### src/rtl/shl_flag_unit.sv
module shl_flag_unit #(
  parameter int W = 16
) (
  input  logic         clk,
  input  logic         rst,
  input  logic         in_valid,
  input  logic [W-1:0] operand,
  input  logic         byte_mode,
  input  logic         use_carry,
  input  logic         carry_in,
  output logic         out_valid,
  output logic [W-1:0] result,
  output logic         flag_c,
  output logic         flag_z,
  output logic         flag_n,
  output logic         flag_v
);
  localparam int H = W / 2;

  logic         fill;
  logic [W-1:0] word_res;
  logic [W-1:0] byte_res;
  logic [W-1:0] nxt_res;
  logic         nxt_c, nxt_z, nxt_n, nxt_v;

  assign fill     = use_carry & carry_in;
  assign word_res = {operand[W-2:0], fill};
  assign byte_res = {{H{1'b0}}, operand[H-2:0], fill};
  assign nxt_res  = byte_mode ? byte_res : word_res;
  assign nxt_c    = byte_mode ? operand[H-1] : operand[W-1];
  assign nxt_v    = byte_mode ? (operand[H-1] ^ operand[H-2])
                              : (operand[W-1] ^ operand[W-2]);
  assign nxt_n    = byte_mode ? nxt_res[H-1] : nxt_res[W-1];
  assign nxt_z    = byte_mode ? (nxt_res[H-1:0] == '0) : (nxt_res == '0);

  always_ff @(posedge clk) begin
    if (rst) begin
      out_valid <= 1'b0;
      result    <= '0;
      flag_c    <= 1'b0;
      flag_z    <= 1'b0;
      flag_n    <= 1'b0;
      flag_v    <= 1'b0;
    end else begin
      out_valid <= in_valid;
      if (in_valid) begin
        result <= nxt_res;
        flag_c <= nxt_c;
        flag_z <= nxt_z;
        flag_n <= nxt_n;
        flag_v <= nxt_v;
      end
    end
  end
endmodule

### config.mk
export PLATFORM = sky130hd
export DESIGN_NAME = shl_flag_unit
export DESIGN_NICKNAME = d
export VERILOG_FILES = /design/src/rtl/shl_flag_unit.sv
export SDC_FILE = /design/constraint.sdc
export NUM_CORES = 1
export LEC_CHECK = 0
export ABC_AREA = 1
export BUFFER_PORTS_ARGS = -buffer_cell sky130_fd_sc_hd__buf_2
export CAP_MARGIN = 20
export CORE_MARGIN = 4
export CORE_UTILIZATION = 39
export CTS_CLUSTER_DIAMETER = 200
export DETAILED_ROUTE_END_ITERATION = 12
export GPL_TIMING_DRIVEN = 0
export PLACE_DENSITY = 0.71
export SYNTH_ARGS = -nofsm -noshare
export SYNTH_HDL_FRONTEND = slang
export SYNTH_SLANG_ARGS = --single-unit
export TNS_END_PERCENT = 5
### constraint.sdc
create_clock -name clk -period 0.8 [get_ports clk]
set_input_delay 0.12 -clock clk [delete_from_list [all_inputs] [get_ports clk]]
set_output_delay 0.12 -clock clk [all_outputs]
set_load 0.01 [all_outputs]
## After elaboration in Yosys (flattened, before gate mapping)

Cells that the tools add are included.

- Multiplexer cells: 5
- Bitwise operators: 3
- Reductions and logical operators: 2

Operators by type and width:

| operator | number |
|---|---|
| 16-bit zero test | 1 |
| 16-bit 2-to-1 mux | 1 |
| 8-bit zero test | 1 |
| 1-bit 2-to-1 mux | 4 |
| 1-bit XOR | 2 |
| 1-bit bitwise AND | 1 |

- Flip-flop bits (word level): 21

## Depth between registers and ports, before layout

- Depth after elaboration: 4
- Gate-level depth with buffers: 6

## Worst setup path after synthesis

OpenSTA, ideal clock, no wires.

- Path type: input to register
- Start: input port byte_mode
- End: register flag_n
- Arrival: 575 ps
- Required time: 691 ps
- Slack: 116 ps
- Cell stages on the path: 5
- Buffers on the path: 1
- Cell sequence: inv_1 -> buf_2 -> o211ai_1 -> nand2_1 -> inv_1

- Longest elaborated chain between the ends: 2

RTL lines:

| what | line | text |
|---|---|---|
| from (decl) | 8 | `input logic byte_mode,` |
| 16-bit 2-to-1 mux | 29 | `assign nxt_res = byte_mode ? byte_res : word_res;` |
| 1-bit 2-to-1 mux * | 33 | `assign nxt_n = byte_mode ? nxt_res[H-1] : nxt_res[W-1];` |
| to (signal assigned) | 50 | `flag_n <= nxt_n;` |
| to (decl) | 15 | `output logic flag_n,` |

Every way passes the cells marked *; elsewhere a longest branch is shown, timed or not.
A chain may end at the register's enable or synchronous reset.

## Final worst setup path

- Start: register result[10]
- End: output port result[10]

RTL lines:

| what | line | text |
|---|---|---|
| from (decl) | 12 | `output logic [W-1:0] result,` |
| from (signal assigned) | 47 | `result <= nxt_res;` |

No word-level cell between the ends.

==> flow_metrics.tcl <==
set metrics [dict create \
    grt_use_total_pct 16.95 \
    ys.warnings.count 0 \
    cts_tree "built" \
    status "finished, violations left" \
    layout_common_cells "buf_2 (26), nor2_1 (21), dfxtp_2 (21), buf_6 (21), o21ai_0 (18)" \
    wl_mm 2.315 \
    cp-end-kind "output pin" \
    min_from "rst" \
    rsz0062_at_grt "yes" \
    violations "negative setup slack" \
    fin_ws_ns -0.08516 \
    wire_per_inst_um 12.65 \
    ir_worst_vdd_uv 1330 \
    design.die.area_sq_um 2914 \
    synth_top_family_by_area "compound AO/OA/AOI/OAI gates" \
    powerDensity_nw_per_um2 1669 \
    synthSimpleGateAreaFrac_pct 19.73 \
    globalplace.congestion 0.8338 \
    antenna_found_initial 0 \
    synth_compound_area_share_pct 20.94 \
    netlist_instances 110 \
    syn_area_sq_um 824.5 \
    setup_tns_ns -1.593 \
    vias_per_cell 4.858 \
    grt_pass1_wl_mm 3.581 \
    leakage_nw 0.5957 \
    vias 889 \
    hp-class "in2reg" \
    r2r_setup_slack_ns 0.11 \
    htree_levels 1 \
    cts-root-buf "clkbuf_4" \
    first_iter_violations 13 \
    seq_area_frac_synth_pct 50.99 \
    syn-mean-instance-area_sq_um 7.496 \
    cp_slowest_cell "dfxtp_2" \
    nets 179 \
    path_max_fanout 2 \
    cp_top_family "flip-flops" \
    syn-num-nets 132 \
    setup_viol 21 \
    clk_pin_slew_ns 0.12 \
    io_pins 43 \
    synthAdderAreaFrac_pct 0 \
    place_hpwl_mm 1.631 \
    regToRegEndpoint "result[4]" \
    synthXorXnorAreaFrac_pct 2.124 \
    start_kind "flop" \
    drive_above_1_share_pct 47.44 \
    yosys.cell_types.count 13 \
    final_common_cell "buf_2" \
    grt_pass1_vias 828 \
    finalCritPeriodShare_pct 110.6 \
    cts_max_path_buffers 2 \
    fin_skew_ns 0 \
    synthToLayoutAreaGrowth_pct 52.05 \
    fmax_ghz 1.130 \
    min_path_cells 2 \
    diodes 0 \
    numCtsBuffers 3 \
    die_x_um 53.98 \
    placed_cell_area_sq_um 1069 \
    cp.arrival_ns 0.77 \
    critPathBufInv 1 \
    synth_seq_cells 21 \
    hold_violations 0 \
    die_h_um 53.98 \
    postCtsSetupRepairBufs 0 \
    required_ns 0.68 \
    start_util_pct 41.60 \
    critPathMaxStageDelay_ns 0.35 \
    finalPower_mw 2.093 \
    clkLatencyLatePin_ns 0.30 \
    grt_max_degree 13 \
    design_area_sq_um 1254 \
    worstReg2RegStart "result[4]" \
    worst_pin_slew_ns 0.1820 \
    grt_overflow 0 \
    slew_headroom_pct 87.74 \
    portBuffers 42 \
    drtAntennaViolNets 0 \
    final_util_pct 63.26 \
    drcViolationCount 0 \
    reg2regPathDepth 2 \
    muxShareOfSynthArea_pct 0 \
    critPathKind "reg2out" \
    coreArea_sq_um 1982 \
    firstDrtPassIters 4 \
    slew_viol_final 0 \
    path_cells "buf_6" \
    fin_crit_ns 0.8852 \
    cap_violations 0 \
    fp-row-count 16 \
    min_to "flag_z" \
    clock_sink_count 21 \
]
==> Yosys cell counts (all sizes together) <==
cell type | count | share of area [%]
o21ai | 18 | 11
inv | 7 | 3.2
buf | 5 | 3.0
xor2 | 2 | 2.1
nor3 | 1 | 0.61
nand2 | 14 | 6.4
nor2 | 22 | 10
nand3 | 4 | 2.4
o211ai | 1 | 0.91
a21oi | 15 | 9.1
dfxtp | 21 | 51
==> kinds of logic after synthesis <==
group                     count (synthesis)
AOI/OAI and AO/OA                        34
xor gates and xnor gates                  2
buffers and inverters                    12
DFF                                      21
and+or+nand+nor                          41
==> flip-flops by register name, indices dropped and copies added, names as in the netlist <==
signal	count
result	16
flag_c	1
flag_n	1
flag_z	1
flag_v	1
out_valid	1
==> metrics by stage <==
step | hold slack (ns) | setup slack [ns] | instances
3_3_place_gp | 0.3609 | -0.1087 | 179
2_1_floorplan | 0.1891 | 0.1162 | 110
3_5_place_dp | 0.3696 | -0.1166 | 179
4_1_cts | 0.02638 | -0.09456 | 183
5_1_grt | 0.02191 | -0.1246 | 183
6_report | 0.03194 | -0.08516 | 183
==> per-layer routing <==
| metal | wire length, um | vias up | global-route usage [%] |
|---|---|---|---|
| met3 | 180 | 2 | 4.709 |
| met4 | 12 | 0 | 4.979 |
| met5 | 0 | - | 0 |
| met1 | 1013 | 403 | 21.72 |
| li1 | - | 454 | - |
| met2 | 1107 | 30 | 27.62 |
==> worst max-delay path by stage <==
| stage | from | end | slack (ns) | cells after the start |
|---|---|---|---|---|
| after floorplan | byte_mode | flag_n | 0.12 | 5 |
| after global placement | byte_mode | flag_n | -0.11 | 6 |
| after detailed placement | byte_mode | flag_n | -0.12 | 6 |
| after CTS | result[10] | result[10] | -0.09 | 1 |
| after global routing | result[10] | result[10] | -0.12 | 1 |
| final | result[10] | result[10] | -0.09 | 1 |
==> repair_timing <==
action / in CTS / in global routing
setup endpoints to repair: 21 / 21
hold buffers: 0 / 0
resized for setup: 40 / 2
gates cloned: 0 / 0
==> layout make-up <==
type                    count  area (sq um)
clock buffers               3         22.52
multi-input cells          77         352.8
repair buffers             42         341.6
fillers                   166         728.2
flip-flops and latches     21         446.7
inverters                   7         26.28
well taps                  27         33.78
clock inverters             1         5.005
plain buffers               5         25.02
==> report_power, final <==
| part | internal [mW] | total (mW) | switching, mW |
|---|---|---|---|
| logic | 0.215 | 0.418 | 0.203 |
| registers | 1.12 | 1.17 | 0.0426 |
| clock network | 0.186 | 0.510 | 0.323 |
| total | 1.52 | 2.09 | 0.569 |
Power figures use the tool's default switching activity.
